## src/rtl/sio_pkg.sv

```systemverilog
// Shared definitions for the serial controller control port: sequencer
// states, command bit positions, status bit positions and mode fields.
package sio_pkg;
    typedef enum logic [1:0] {
        ST_MODE  = 2'd0,
        ST_SYNC1 = 2'd1,
        ST_SYNC2 = 2'd2,
        ST_CMD   = 2'd3
    } seq_state_t;

    localparam int BUS_W   = 8;

    // command byte bit positions
    localparam int CB_TXEN = 0;
    localparam int CB_DTR  = 1;
    localparam int CB_RXEN = 2;
    localparam int CB_BRK  = 3;
    localparam int CB_ERST = 4;
    localparam int CB_RTS  = 5;
    localparam int CB_IRST = 6;
    localparam int CB_HUNT = 7;

    // status byte bit positions
    localparam int SB_TXRDY = 0;
    localparam int SB_RXRDY = 1;
    localparam int SB_TXEMP = 2;
    localparam int SB_PAR   = 3;
    localparam int SB_OVR   = 4;
    localparam int SB_FRM   = 5;
    localparam int SB_SYNBK = 6;
    localparam int SB_DSR   = 7;

    // mode byte fields
    localparam int          MB_ONE_SYNC = 7;
    localparam logic [1:0]  FAC_SYNC    = 2'b00;
endpackage

```

## src/rtl/sio_bus_decode.sv

```systemverilog
// Bus access decoder. It qualifies the strobes with the chip select, keeps
// only the first cycle of each strobe so that a held strobe counts once, and
// splits accesses into control and data. Assumes strobes are synchronous to clk.
module sio_bus_decode (
    input  logic clk,
    input  logic rst_n,
    input  logic cs_n,
    input  logic rd_n,
    input  logic wr_n,
    input  logic cd,
    output logic wr_ctl,
    output logic wr_dat,
    output logic rd_stat,
    output logic rd_data,
    output logic rx_take
);
    logic wr_lvl, rd_lvl;
    logic wr_d, rd_d;

    assign wr_lvl  = !cs_n && !wr_n;
    assign rd_lvl  = !cs_n && !rd_n;
    assign wr_ctl  = wr_lvl && !wr_d && cd;
    assign wr_dat  = wr_lvl && !wr_d && !cd;
    assign rd_stat = rd_lvl && cd;
    assign rd_data = rd_lvl && !cd;

    // Remember the strobe levels of the previous cycle for edge detection.
    always_ff @(posedge clk) begin
        if (!rst_n) begin
            wr_d <= 1'b0;
            rd_d <= 1'b0;
        end else begin
            wr_d <= wr_lvl;
            rd_d <= rd_lvl;
        end
    end

    // Give a one-cycle pulse when a data read access begins.
    always_ff @(posedge clk) begin
        if (!rst_n) rx_take <= 1'b0;
        else        rx_take <= rd_lvl && !rd_d && !cd;
    end
endmodule

```

## src/rtl/sio_ctrl_seq.sv

```systemverilog
// Control sequencer. It steps through mode, optional sync characters and
// command phases, holds the command levels and issues one-cycle command
// pulses and transmit-byte strobes. Assumes write requests last one cycle.
module sio_ctrl_seq
    import sio_pkg::*;
#(
    parameter int W = BUS_W
) (
    input  logic         clk,
    input  logic         rst_n,
    input  logic         wr_ctl,
    input  logic         wr_dat,
    input  logic [W-1:0] din,
    output logic [W-1:0] mode_q,
    output logic [W-1:0] sync1_q,
    output logic [W-1:0] sync2_q,
    output logic [W-1:0] lvl_q,
    output logic         err_rst,
    output logic         int_rst,
    output logic         hunt,
    output logic         tx_load,
    output logic [W-1:0] tx_byte
);
    localparam logic [W-1:0] LVL_MASK = W'((1 << CB_TXEN) | (1 << CB_DTR) |
                                           (1 << CB_RXEN) | (1 << CB_BRK) |
                                           (1 << CB_RTS));

    seq_state_t st;

    // Advance the sequence and store the mode, sync and command bytes.
    always_ff @(posedge clk) begin
        if (!rst_n) begin
            st      <= ST_MODE;
            mode_q  <= '0;
            sync1_q <= '0;
            sync2_q <= '0;
            lvl_q   <= '0;
            err_rst <= 1'b0;
            int_rst <= 1'b0;
            hunt    <= 1'b0;
        end else begin
            err_rst <= 1'b0;
            int_rst <= 1'b0;
            hunt    <= 1'b0;
            if (wr_ctl) begin
                unique case (st)
                    ST_MODE: begin
                        mode_q <= din;
                        st     <= (din[1:0] == FAC_SYNC) ? ST_SYNC1 : ST_CMD;
                    end
                    ST_SYNC1: begin
                        sync1_q <= din;
                        st      <= mode_q[MB_ONE_SYNC] ? ST_CMD : ST_SYNC2;
                    end
                    ST_SYNC2: begin
                        sync2_q <= din;
                        st      <= ST_CMD;
                    end
                    ST_CMD: begin
                        if (din[CB_IRST]) begin
                            lvl_q   <= '0;
                            int_rst <= 1'b1;
                            st      <= ST_MODE;
                        end else begin
                            lvl_q   <= din & LVL_MASK;
                            err_rst <= din[CB_ERST];
                            hunt    <= din[CB_HUNT];
                        end
                    end
                    default: st <= ST_MODE;
                endcase
            end
        end
    end

    // Pass transmit bytes to the datapath only once commands are accepted.
    always_ff @(posedge clk) begin
        if (!rst_n) begin
            tx_load <= 1'b0;
            tx_byte <= '0;
        end else begin
            tx_load <= wr_dat && (st == ST_CMD);
            if (wr_dat && (st == ST_CMD)) tx_byte <= din;
        end
    end
endmodule

```

## src/rtl/sio_status_mux.sv

```systemverilog
// Read path. It builds the status byte from the datapath flags and the
// modem input and picks status, received byte or zero for the bus.
// Purely combinational.
module sio_status_mux
    import sio_pkg::*;
#(
    parameter int W = BUS_W
) (
    input  logic         rd_stat,
    input  logic         rd_data,
    input  logic [W-1:0] rx_byte,
    input  logic         txrdy_f,
    input  logic         rxrdy_f,
    input  logic         txemp_f,
    input  logic         par_f,
    input  logic         ovr_f,
    input  logic         frm_f,
    input  logic         synbrk_f,
    input  logic         dsr_n,
    output logic [W-1:0] dout
);
    logic [W-1:0] stat;

    // Place each flag at its status bit position.
    always_comb begin
        stat           = '0;
        stat[SB_TXRDY] = txrdy_f;
        stat[SB_RXRDY] = rxrdy_f;
        stat[SB_TXEMP] = txemp_f;
        stat[SB_PAR]   = par_f;
        stat[SB_OVR]   = ovr_f;
        stat[SB_FRM]   = frm_f;
        stat[SB_SYNBK] = synbrk_f;
        stat[SB_DSR]   = !dsr_n;
    end

    // Select what goes onto the read bus.
    always_comb begin
        if (rd_stat)      dout = stat;
        else if (rd_data) dout = rx_byte;
        else              dout = '0;
    end
endmodule

```

## src/rtl/sio_ctrl_port.sv

```systemverilog
// Top level of the control port. It connects the bus decoder, the control
// sequencer and the read multiplexer, and breaks the command levels out to
// named outputs. Assumes every bus input is synchronous to clk.
module sio_ctrl_port
    import sio_pkg::*;
(
    input  logic       clk,
    input  logic       rst_n,
    input  logic       cs_n,
    input  logic       rd_n,
    input  logic       wr_n,
    input  logic       cd,
    input  logic [7:0] din,
    output logic [7:0] dout,
    input  logic [7:0] rx_byte,
    input  logic       txrdy_f,
    input  logic       rxrdy_f,
    input  logic       txemp_f,
    input  logic       par_f,
    input  logic       ovr_f,
    input  logic       frm_f,
    input  logic       synbrk_f,
    input  logic       dsr_n,
    output logic [7:0] mode_word,
    output logic       sync_mode,
    output logic [7:0] sync_char1,
    output logic [7:0] sync_char2,
    output logic       tx_en,
    output logic       rx_en,
    output logic       dtr,
    output logic       rts,
    output logic       brk,
    output logic       err_rst,
    output logic       int_rst,
    output logic       hunt,
    output logic       tx_load,
    output logic [7:0] tx_byte,
    output logic       rx_take
);
    logic       wr_ctl, wr_dat, rd_stat, rd_data;
    logic [7:0] lvl;

    sio_bus_decode u_dec (
        .clk(clk), .rst_n(rst_n), .cs_n(cs_n), .rd_n(rd_n), .wr_n(wr_n),
        .cd(cd), .wr_ctl(wr_ctl), .wr_dat(wr_dat), .rd_stat(rd_stat),
        .rd_data(rd_data), .rx_take(rx_take)
    );

    sio_ctrl_seq #(.W(BUS_W)) u_seq (
        .clk(clk), .rst_n(rst_n), .wr_ctl(wr_ctl), .wr_dat(wr_dat),
        .din(din), .mode_q(mode_word), .sync1_q(sync_char1),
        .sync2_q(sync_char2), .lvl_q(lvl), .err_rst(err_rst),
        .int_rst(int_rst), .hunt(hunt), .tx_load(tx_load), .tx_byte(tx_byte)
    );

    sio_status_mux #(.W(BUS_W)) u_mux (
        .rd_stat(rd_stat), .rd_data(rd_data), .rx_byte(rx_byte),
        .txrdy_f(txrdy_f), .rxrdy_f(rxrdy_f), .txemp_f(txemp_f),
        .par_f(par_f), .ovr_f(ovr_f), .frm_f(frm_f), .synbrk_f(synbrk_f),
        .dsr_n(dsr_n), .dout(dout)
    );

    assign sync_mode = (mode_word[1:0] == FAC_SYNC);
    assign tx_en     = lvl[CB_TXEN];
    assign rx_en     = lvl[CB_RXEN];
    assign dtr       = lvl[CB_DTR];
    assign rts       = lvl[CB_RTS];
    assign brk       = lvl[CB_BRK];
endmodule

```

## config.mk

```make
export PLATFORM = sky130hd
export DESIGN_NAME = sio_ctrl_port
export DESIGN_NICKNAME = d
export VERILOG_FILES = /design/src/rtl/sio_pkg.sv /design/src/rtl/sio_bus_decode.sv /design/src/rtl/sio_ctrl_seq.sv /design/src/rtl/sio_status_mux.sv /design/src/rtl/sio_ctrl_port.sv
export SDC_FILE = /design/constraint.sdc
export NUM_CORES = 1
export LEC_CHECK = 0
export ABC_AREA = 0
export CELL_PAD_IN_SITES_DETAIL_PLACEMENT = 0
export CELL_PAD_IN_SITES_GLOBAL_PLACEMENT = 1
export CORE_ASPECT_RATIO = 0.8
export CORE_MARGIN = 1.5
export CORE_UTILIZATION = 30
export DETAILED_ROUTE_END_ITERATION = 12
export PLACE_DENSITY_LB_ADDON = 0.1
export SLEW_MARGIN = 10
export SYNTH_ARGS = -nofsm -noshare
export SYNTH_HDL_FRONTEND = slang
export SYNTH_SLANG_ARGS = --single-unit
```

## constraint.sdc

```tcl
create_clock -name clk -period 2.3 [get_ports clk]
set_clock_uncertainty 0.15 [all_clocks]
set_input_delay 0.69 -clock clk [delete_from_list [all_inputs] [get_ports clk]]
set_output_delay 0.69 -clock clk [all_outputs]
set_load 0.01 [all_outputs]
```

After elaboration in Yosys (flattened, before gate mapping)
Cells that the tools add are included.
{"block": "totals", "output_inout_bits": 51, "ff_bits": 47, "wordCells": 55}
{"block": "classes", "n_mux": 8, "n_bitwise": 3, "n_eq_ne": 4, "reduce_logical": 27}
{"cell": "two-way mux 8 bit", "n": 2}
{"cell": "logical AND 1 bit", "n": 10}
{"cell": "AND reduction 2 bit", "n": 5}
{"cell": "case mux 2 bit (4 select lines)", "n": 1}
{"cell": "zero test 1 bit", "n": 7}
{"cell": "zero test 2 bit", "n": 3}
{"cell": "two-way mux 6 bit", "n": 1}
{"cell": "equality test 2 bit, second input constant", "n": 2}
{"cell": "two-way mux 2 bit", "n": 2}
{"cell": "OR reduction 4 bit", "n": 1}
{"cell": "NOT 1 bit", "n": 3}
{"cell": "AND reduction 3 bit", "n": 1}
{"cell": "equality test 2 x 1 -> 1 bit, second input constant", "n": 1}
{"cell": "two-way mux 1 bit", "n": 2}
{"cell": "inequality test 2 bit, second input constant", "n": 1}

Logic depth before layout (Yosys ltp)
Gate-level depths: netlist of run 1.
{"block": "depth", "word_depth": 6, "ltp_mapped": 6, "mapped_depth_nobuf": 5}

Cells and area by module
Synthesis of run 1 repeated with hierarchy kept, for this count alone.
{"block": "unflattened", "hier_cells": 229, "area_unflattened_um2": 1920.6}
{"mod": "sio_ctrl_seq", "n_inst": 1, "area_per_inst_um2": 1690.4, "seq_area_each_um2": 860.8, "cells_per_inst": 203}
{"mod": "sio_bus_decode", "n_inst": 1, "area_per_inst_um2": 120.1, "seq_area_each_um2": 60.1, "cells_per_inst": 10}
{"mod": "sio_status_mux", "n_inst": 1, "area_per_inst_um2": 106.4, "seq_area_each_um2": 0.0, "cells_per_inst": 15}
{"mod": "sio_ctrl_port", "n_inst": 1, "area_per_inst_um2": 3.8, "seq_area_each_um2": 0.0, "cells_per_inst": 1}

Worst setup path before layout of run 1
OpenSTA, ideal clock, no wires.
{"block": "synth_timing", "path_kind": "input-to-output", "from": "input cs_n", "to": "output dout[0]", "t_arrival_ps": 1350, "stages": 3, "setup_slack_ps": 110, "path_cell_list": "or2_2 > clkbuf_1 > nor2_1"}
{"block": "synth_between", "elab_chain_len": 5, "word_cells_on_any_way": 6, "classes_between": "2 x mux; 4 x reduce/logical"}
{"element": "from (decl)", "line_no": "sio_ctrl_port.sv:9", "text": "input logic cs_n,"}
{"element": "zero test 1 bit *", "line_no": "sio_bus_decode.sv:21", "text": "assign rd_lvl = !cs_n && !rd_n;"}
{"element": "logical AND 1 bit *", "line_no": "sio_bus_decode.sv:21"}
{"element": "logical AND 1 bit", "line_no": "sio_bus_decode.sv:25", "text": "assign rd_data = rd_lvl && !cd;"}
{"element": "two-way mux 8 bit", "line_no": "sio_status_mux.sv:40", "text": "else if (rd_data) dout = rx_byte;"}
{"element": "two-way mux 8 bit *", "line_no": "sio_status_mux.sv:39", "text": "if (rd_stat) dout = stat;"}
{"element": "to (decl)", "line_no": "sio_ctrl_port.sv:14", "text": "output logic [7:0] dout,"}
Every way passes the cells marked *; elsewhere a longest branch is shown, timed or not.

Worst setup path in the final report of run 1
{"block": "layout_timing", "from": "input rd_n", "to": "output dout[3]"}
{"block": "layout_between", "elab_chain_len": 5, "word_cells_on_any_way": 6, "classes_between": "2 x mux; 4 x reduce/logical"}
{"element": "from (decl)", "line_no": "sio_ctrl_port.sv:10", "text": "input logic rd_n,"}
{"element": "zero test 1 bit *", "line_no": "sio_bus_decode.sv:21"}
{"element": "logical AND 1 bit *", "line_no": "sio_bus_decode.sv:21"}
{"element": "logical AND 1 bit", "line_no": "sio_bus_decode.sv:25"}
{"element": "two-way mux 8 bit", "line_no": "sio_status_mux.sv:40"}
{"element": "two-way mux 8 bit *", "line_no": "sio_status_mux.sv:39"}
Marks and branches as above.

==> out/results.txt, run 1 <==
status: finished clean
height of the die: 75.8 microns
# clock sinks: 46
area share of the leading cell type in the synthesized netlist: 46.4%
# IOs: 81
fin util: 47.1%
Overflow after GRT: 0
reg2reg start: u_seq.st[1]
port bufs: 80
Routed WL per cell: 15.2 microns
syn_nets: 266
crit path kind: input pin to primary output
Crit. End Element: primary output
die area: 0.00712 sq mm
period utilization: 98.7%
crit path launch: rd_n
leakage: 1.12 nW
Worst-Margin Slew: 0.377 ns
Worst Hold End: u_dec.rx_take
fillers: 660
CP max FO: 5
# setup viols final: 0
most frequently used flop master after synthesis: dfxtp_1
largest net degree at the start of global routing: 34
fin crit period: 2.27 ns
Hold Path Cell Cnt: 1
commonest non-fill, non-tap cell in the layout: clkdlybuf4s50_1
First DRT Iteration DRCs: 114
final setup margin: 0.0296 ns
cts hold-fix bufs: 0
most frequent cells in the layout: 62 x clkdlybuf4s50_1, 46 x dfxtp_1, 38 x a21oi_1
Tightest Hold Check Type: flop to flop
Final Hold Violating Endpoints: 0
area leader, netlist: dfxtp_1
hpwl dp: 4220 microns
number of diodes: 0
Starting Density: 31.0%
reg-to-reg endpoint: u_seq.sync1_q[2]
die width: 94.0 microns
share of post-route cells with drive strength above 1: 14.2%
Cell Area, Synth: 0.00199 sq mm
Avg Inst Size Synth: 8.60 sq um
first-pass GRT wire length: 9670 microns
core area: 0.00641 sq mm
Antenna Nets Post-Route: 0
fin. max-slew vios: 0
max_slew headroom: 74.9%
first-pass detailed-route iteration total: 4
synth warn: 0
maximum vdd drop: 0.246 mV
WL final: 6090 microns
r2r setup slk: 0.64 ns
root buffer cell: clkbuf_8
Skew-Pair Late Insertion Delay: 0.29 ns
Distinct cells, synth: 33
H-tree depth: 2
r2r worst-path depth: 5
Data arrival, critical path: 1.43 ns
Final GP Congestion: 0.804
Critical Path RT: 1.46 ns
fmax: 0.440 GHz
PD cells: 506 mW/mm^2
dpl ws: -0.705 ns
final non-filler cell total: 401
main area contributors after synthesis: dfxtp_1 46%, a21oi_1 9.6%, nand3_1 8.3%, o21ai_0 6.8%, mux2i_1 4.0%
hold_sp: u_dec.rd_d
number of cells after detailed placement: 394
async set-reset flop share out of synthesis: 0%
CTS tree: done
Max-cap violations: 0
crit start category: input pin
vias per cell: 4.99
clock transition at the registers of the reported paths: 0.08 ns
number of synthesized flops with an enable pin: 0
CTS Buffer Depth: 2
CTS Buf Count: 5
RSZ-0062 raised after global routing: true
Global Route Usage Sum: 18.2%
Residual DRC: 0
cell count after synthesis: 231
register area share after synthesis: 46.4%
routed vias: 2002
Seq cells post-synth: 46
# rows: 26
number of global-route vias before repair: 1870
Layout area overhead: 52.1%
# nets final: 353
initial antenna violation count: 0
[what timing repair did]
action | CTS | global route
setup buffers | 0 | 0
pin swaps | 3 | 5
gates resized for setup | 41 | 11
gates cloned | 1 | 0
setup endpoints to repair | 8 | 8
[critical path: stages]
cell and delay (ns):
dlygate4sd2_1 0.25, or2_4 0.26, nor2_1 0.10, buf_2 0.13
[Yosys cell counts, types with 2 or more instances]
| cell | n |
|---|---|
| dfxtp_1 | 46 |
| nor2_1 | 11 |
| or2_2 | 2 |
| o21ai_1 | 8 |
| buf_6 | 2 |
| nor3b_1 | 2 |
| a21oi_1 | 38 |
| ha_1 | 5 |
| nor3_1 | 3 |
| clkbuf_1 | 9 |
| o21ai_0 | 27 |
| nand4_1 | 5 |
| buf_2 | 5 |
| nand2b_1 | 2 |
| nand3_1 | 33 |
| o21ai_2 | 2 |
| mux2i_1 | 8 |
| inv_1 | 8 |
[report_power, final]
group	total, mW	internal (mW)	switching (mW)	leakage (nW)
combinational	0.222	0.109	0.113	0.708
sequential	0.812	0.805	0.00665	0.371
clock	0.494	0.232	0.261	0.0431
total	1.53	1.15	0.381	1.12
[layer usage]
metal,vias up,track usage [%],share of wire (%)
met5,-,0,0
met4,0,6.14,1.2
met3,6,3.79,4.9
met2,50,28.0,44
met1,945,25.5,50
li1,1001,-,-
[worst max-delay path by stage]
stage,endpoint,slack [ns],depth (start not counted)
2_1_floorplan,dout[0],0.11,3
3_3_place_gp,dout[4],-0.68,4
3_5_place_dp,dout[6],-0.70,4
4_1_cts,dout[7],0.005,4
5_1_grt,dout[0],-0.003,4
6_report,dout[3],0.03,4
[layout make-up]
type	instances	area (sq um)	share of cell area, %
Inverter	9	33.8	1.12
Multi-Input combinational cell	158	942	31.2
Clock buffer	6	82.6	2.73
Tap cell	84	105	3.48
Sequential cell	46	921	30.5
Timing Repair Buffer	98	936	31.0
[logic make-up after synthesis]
kind of cell	share of synthesized area, %
AO/OA/AOI/OAI	21.2
buffers and inverters	7.12
flip-flops	46.4
AND/OR/NAND/NOR	18.1
multiplexers	4.03
adder cells (fa/ha/maj)	3.15
[registers in the layout, indices dropped and copies added, names as in the netlist]
signal,count
u_seq.sync1_q,8
u_dec.rd_d,1
u_seq.hunt,1
u_dec.rx_take,1
u_seq.int_rst,1
u_seq.st,2
u_seq.tx_byte,8
u_dec.wr_d,1
u_seq.tx_load,1
u_seq.mode_q,8
u_seq.sync2_q,8
u_seq.lvl_q,5
u_seq.err_rst,1
[through the flow]
step / total power [mW] / cell area, sq um / TNS (ns) / hold WS (ns)
6_report: 1.53 / 3020 / 0 / 0.243
5_1_grt: 1.59 / 3020 / -0.00274 / 0.260
4_1_cts: 1.54 / 3000 / 0 / 0.243
3_5_place_dp: 1.06 / 2940 / -13.67 / 0.230
3_3_place_gp: 1.06 / 2940 / -13.25 / 0.226
2_1_floorplan: 0.926 / 1990 / 0 / 0.224
(Power assumes the default switching activity.)
==> inputs of run 2 (changes only) <==
--- a/config.mk
+++ b/config.mk
@@ -10,7 +10,8 @@
 export CELL_PAD_IN_SITES_GLOBAL_PLACEMENT = 1
 export CORE_ASPECT_RATIO = 0.8
 export CORE_MARGIN = 1.5
-export CORE_UTILIZATION = 30
+export CORE_UTILIZATION = 32
+export CTS_BUF_LIST = sky130_fd_sc_hd__clkbuf_2 sky130_fd_sc_hd__clkbuf_4 sky130_fd_sc_hd__clkbuf_8
 export DETAILED_ROUTE_END_ITERATION = 12
 export PLACE_DENSITY_LB_ADDON = 0.1
 export SLEW_MARGIN = 10
==> run 2 against run 1 <==
- global-route usage grew 0.57 points
- power fell by 0.66%
- hold slack lost 0.0014 ns
- critical path type unchanged
- critical endpoint is now dout[2]
- highest routed layer unchanged
==> out/results.txt, run 2 (same netlist as run 1, synthesis figures left out) <==
status: finished clean
First DRT Iteration DRCs: 79
most frequent cells in the layout: 55 x clkdlybuf4s50_1, 46 x dfxtp_1, 38 x a21oi_1
Reg power frac: 53.5%
Sw Ratio: 25.9%
Global Route Usage Sum: 18.8%
Critical Path RT: 1.46 ns
CP max FO: 5
crit start category: input pin
multi-input logic area: 951 sq um
first-pass detailed-route iteration total: 4
WL final: 6050 microns
routed vias: 2009
period utilization: 99.2%
Combinational Power Share: 15.3%
Critical Path, Cell by Cell: clkdlybuf4s15_1, or2_4, nor2_1, buf_2
number of global-route vias before repair: 1889
CTS Buf Count: 5
Layout area overhead: 55.4%
share of post-route cells with drive strength above 1: 15.4%
r2r worst-path depth: 5
Hold Path Cell Cnt: 1
RSZ-0062 raised after global routing: false
Worst-Margin Slew: 0.351 ns
root buffer cell: clkbuf_8
# IOs: 81
# setup viols final: 0
Register Area: 921 sq um
Max-cap violations: 0
# nets final: 353
design area: 0.00309 sq mm
Data arrival, critical path: 1.44 ns
Largest stage delay, worst path: 0.30 ns
fillers: 599
reg2reg start: u_seq.st[0]
maximum vdd drop: 0.256 mV
height of the die: 73.5 microns
initial antenna violation count: 0
H-tree depth: 2
Overflow after GRT: 0
clock transition at the registers of the reported paths: 0.08 ns
die width: 91.1 microns
number of diodes: 0
CTS tree: done
Routed WL per cell: 15.2 microns
fin crit period: 2.28 ns
fin. max-slew vios: 0
PD cells: 492 mW/mm^2
Residual DRC: 0
Tightest Hold Check Type: flop to flop
Starting Density: 33.4%
first-pass GRT wire length: 9660 microns
DP Area: 0.00298 sq mm
Skew-Pair Late Insertion Delay: 0.30 ns
die area: 0.00669 sq mm
TNS Setup: 0 ns
crit path kind: input pin to primary output
CTS Buffer Depth: 2
Final Hold Violating Endpoints: 0
Crit. End Element: primary output
cts hold-fix bufs: 0
port bufs: 80
fmax: 0.438 GHz
hpwl dp: 4070 microns
max_slew headroom: 76.5%
Antenna Nets Post-Route: 0
Worst Hold End: u_dec.rx_take
core area: 0.00594 sq mm
clock power share: 31.2%
hold_sp: u_dec.rd_d
# rows: 25
commonest non-fill, non-tap cell in the layout: clkdlybuf4s50_1
Worst path slowest cell: or2_4
r2r setup slk: 0.66 ns
internal power: 1.12 mW
largest net degree at the start of global routing: 30
# clock sinks: 46
leakage: 1.20 nW
switching power: 0.393 mW
reg-to-reg endpoint: u_seq.sync2_q[1]
Final GP Congestion: 0.803
vias per cell: 5.04
-- run 2: cell count changes in the layout (fill, tap and decap cells not counted), sizes merged --
cell           change
buf                +1
clkbuf             -2
clkdlybuf4s15      +1
clkdlybuf4s50      -7
clkinv             +2
dlygate4sd2        -1
dlymetal6s2s       +7
-- run 2: stage by stage --
step	worst slack, ns	util (%)	hold slack (ns)	power, mW	cells
floorplan	0.110	-	0.224	0.926	231
global placement	-0.688	50.2	0.228	1.06	390
detailed placement	-0.705	50.2	0.233	1.07	390
CTS	0.00453	51.6	0.245	1.54	400
global route	0.000860	51.9	0.255	1.58	399
finish	0.0178	51.9	0.241	1.52	399
-- run 2: routing by layer --
metal	GRT usage (%)	vias to the layer above	part of all wire, %
met5	0	-	0
met4	6.25	0	0.94
met3	3.83	4	3.7
met2	29.4	40	46
met1	25.9	963	49
li1	-	1002	-
-- run 2: worst max path at each step --
stage              end     from  slack, ns  depth (start not counted)
3_5_place_dp   dout[2]     cs_n      -0.71                          4
4_1_cts        dout[2]     rd_n      0.005                          4
6_report       dout[2]     cs_n       0.02                          4
5_1_grt        dout[2]  txemp_f     0.0009                          4
3_3_place_gp   dout[1]     cs_n      -0.69                          4
2_1_floorplan  dout[0]     cs_n       0.11                          3
-- run 2: worst max-delay path, delay by kind of cell --
family	cells	cell delay [ns]
and+or+nand+nor	2	0.40
buffers and inverters	2	0.34
-- run 2: repair_timing --
item / 4_1_cts / 5_1_grt
setup endpoints to repair: 8 / 8
gates cloned: 2 / 0
pin swaps: 3 / 9
buffers inserted: 1 / 0
gates resized for setup: 42 / 21
-- run 2: power by group through the flow --
stage                     clock (mW)  combinational [mW]  sequential, mW
final                          0.474               0.232           0.812
after global routing           0.517               0.251           0.814
after CTS                      0.492               0.238           0.812
after detailed placement           0               0.234           0.831
after global placement             0               0.233           0.831
after floorplan                    0              0.0930           0.833
-- run 2: layout make-up --
cell class                 count  area share [%]
clock buffer                   5            2.23
clock inverter                 2           0.324
inverter                       9            1.09
multi-input combinational    158            30.8
sequential                    46            29.8
tap                           81            3.28
timing repair buffer          98            32.4
==> inputs of run 3 (changes only) <==
--- a/config.mk
+++ b/config.mk
@@ -14,7 +14,7 @@
 export CTS_BUF_LIST = sky130_fd_sc_hd__clkbuf_2 sky130_fd_sc_hd__clkbuf_4 sky130_fd_sc_hd__clkbuf_8
 export DETAILED_ROUTE_END_ITERATION = 12
 export PLACE_DENSITY_LB_ADDON = 0.1
-export SLEW_MARGIN = 10
+export SLEW_MARGIN = 25
 export SYNTH_ARGS = -nofsm -noshare
 export SYNTH_HDL_FRONTEND = slang
 export SYNTH_SLANG_ARGS = --single-unit
==> constraint.sdc (replaced) <==
create_clock -name clk -period 2.2 [get_ports clk]
set_clock_uncertainty 0.15 [all_clocks]
set_input_delay 0.66 -clock clk [delete_from_list [all_inputs] [get_ports clk]]
set_output_delay 0.66 -clock clk [all_outputs]
set_load 0.01 [all_outputs]
==> run 3 against run 2 <==
- sequential share of layout area up 0.23 points
- register-to-register slack worse by 0.09 ns
- via count about the same
- die area unchanged
- non-clock buffer count up 2
- critical path depth up 1
- clock-buffer cell count unchanged
- power up 4.7%
- hold slack better by 0.0019 ns
- largest cell class unchanged
- largest power group unchanged
- highest routed layer unchanged
==> out/results.txt, run 3 (same netlist as run 1, synthesis figures left out) <==
Starting Density: 33.4%
# nets final: 355
Critical Path RT: 1.39 ns
clock transition at the registers of the reported paths: 0.08 ns
Critical Path, Cell by Cell: buf_4, buf_12, mux2i_1, nor2_2, buf_2
height of the die: 73.5 microns
RSZ-0062 raised after global routing: false
Worst Hold End: u_dec.rx_take
CTS Buffer Depth: 2
fin. max-slew vios: 0
first-pass detailed-route iteration total: 4
Final GP Congestion: 0.795
# IOs: 81
period utilization: 97.4%
Data arrival, critical path: 1.33 ns
Largest stage delay, worst path: 0.22 ns
max_slew headroom: 77.3%
reg-to-reg endpoint: u_seq.sync2_q[1]
Hold Path Cell Cnt: 1
# rows: 25
PD cells: 519 mW/mm^2
die width: 91.1 microns
CTS Buf Count: 5
hpwl dp: 4140 microns
Worst-Margin Slew: 0.340 ns
fin crit period: 2.14 ns
Overflow after GRT: 0
Layout area overhead: 54.2%
Global Route Usage Sum: 18.0%
Routed WL per cell: 15.0 microns
Worst path slowest cell: mux2i_1
crit path kind: input pin to primary output
maximum vdd drop: 0.315 mV
Skew-Pair Late Insertion Delay: 0.30 ns
# clock sinks: 46
Crit. End Element: primary output
port bufs: 80
leakage: 1.14 nW
crit start category: input pin
First DRT Iteration DRCs: 54
fmax: 0.467 GHz
initial antenna violation count: 0
number of global-route vias before repair: 1856
die area: 0.00669 sq mm
most frequent cells in the layout: 53 x clkdlybuf4s50_1, 46 x dfxtp_1, 38 x a21oi_1
Antenna Nets Post-Route: 0
reg2reg start: u_seq.st[0]
root buffer cell: clkbuf_8
Tightest Hold Check Type: flop to flop
r2r setup slk: 0.57 ns
CP max FO: 5
H-tree depth: 2
Max-cap violations: 0
CP bufs+invs: 3
routed vias: 2010
r2r worst-path depth: 5
vias per cell: 5.01
share of post-route cells with drive strength above 1: 15.6%
WL final: 6000 microns
number of cells after detailed placement: 391
fin util: 51.5%
Residual DRC: 0
first-pass GRT wire length: 9270 microns
core area: 0.00594 sq mm
# setup viols final: 0
Final Hold Violating Endpoints: 0
CTS tree: done
final non-filler cell total: 401
fillers: 608
number of diodes: 0
commonest non-fill, non-tap cell in the layout: clkdlybuf4s50_1
CP top delay family: buffers and inverters
hold_sp: u_dec.rd_d
largest net degree at the start of global routing: 30
status: finished clean
cts hold-fix bufs: 0
==> run 3: cell types whose count changed in the layout (fill, tap and decap cells not counted), sizes merged <==
cell,previous run,this run
buf,27,29
clkbuf,5,7
clkdlybuf4s15,2,0
clkdlybuf4s50,55,53
dlygate4sd2,1,13
dlymetal6s2s,13,3
==> run 3: report_power, final <==
group	leakage (nW)	switching, mW	internal, mW
Sequential	0.371	0.00691	0.842
Combinational	0.726	0.122	0.119
Clock	0.0438	0.285	0.214
Total	1.14	0.414	1.18
==> run 3: per-stage QoR <==
step	power [mW]	setup TNS (ns)	setup slack [ns]	area [sq um]	hold WS [ns]
5_1_grt	1.66	0	0.0121	3060	0.257
6_report	1.59	0	0.0573	3060	0.243
3_5_place_dp	1.11	-18.05	-0.764	2990	0.240
2_1_floorplan	0.968	0	0.0699	1990	0.224
4_1_cts	1.61	0	0.000964	3060	0.248
3_3_place_gp	1.11	-16.99	-0.730	2990	0.228
==> run 3: layout make-up <==
| type | instances | area [sq um] | share of cell area (%) |
|---|---|---|---|
| repair buffers | 100 | 985 | 32.2 |
| clock buffers | 5 | 68.8 | 2.25 |
| clock inverters | 2 | 10.0 | 0.327 |
| flip-flops and latches | 46 | 921 | 30.1 |
| multi-input cells | 158 | 942 | 30.8 |
| inverters | 9 | 33.8 | 1.10 |
| well taps | 81 | 101 | 3.31 |
==> run 3: layer usage <==
layer  global-route usage [%]  wire length, microns  up-vias
li1                         -                     -     1003
met1                     25.1                  2950      951
met2                     27.9                  2730       50
met3                     3.83                   246        6
met4                     6.08                    68        0
met5                        0                     0        -
==> run 3: worst max-delay path by stage <==
stage | slack, ns | startpoint | cells after the start | end
floorplan | 0.07 | cs_n | 3 | dout[0]
global placement | -0.73 | cs_n | 4 | dout[1]
detailed placement | -0.76 | cs_n | 4 | dout[6]
CTS | 0.001 | cd | 5 | dout[7]
global route | 0.01 | cd | 5 | dout[6]
finish | 0.06 | cd | 5 | dout[1]
==> run 3: what timing repair did <==
action,in CTS,in global routing
gates resized for setup,57,8
setup endpoints to repair,32,8
pin swaps,8,4
setup buffers,1,0
cloned,2,0
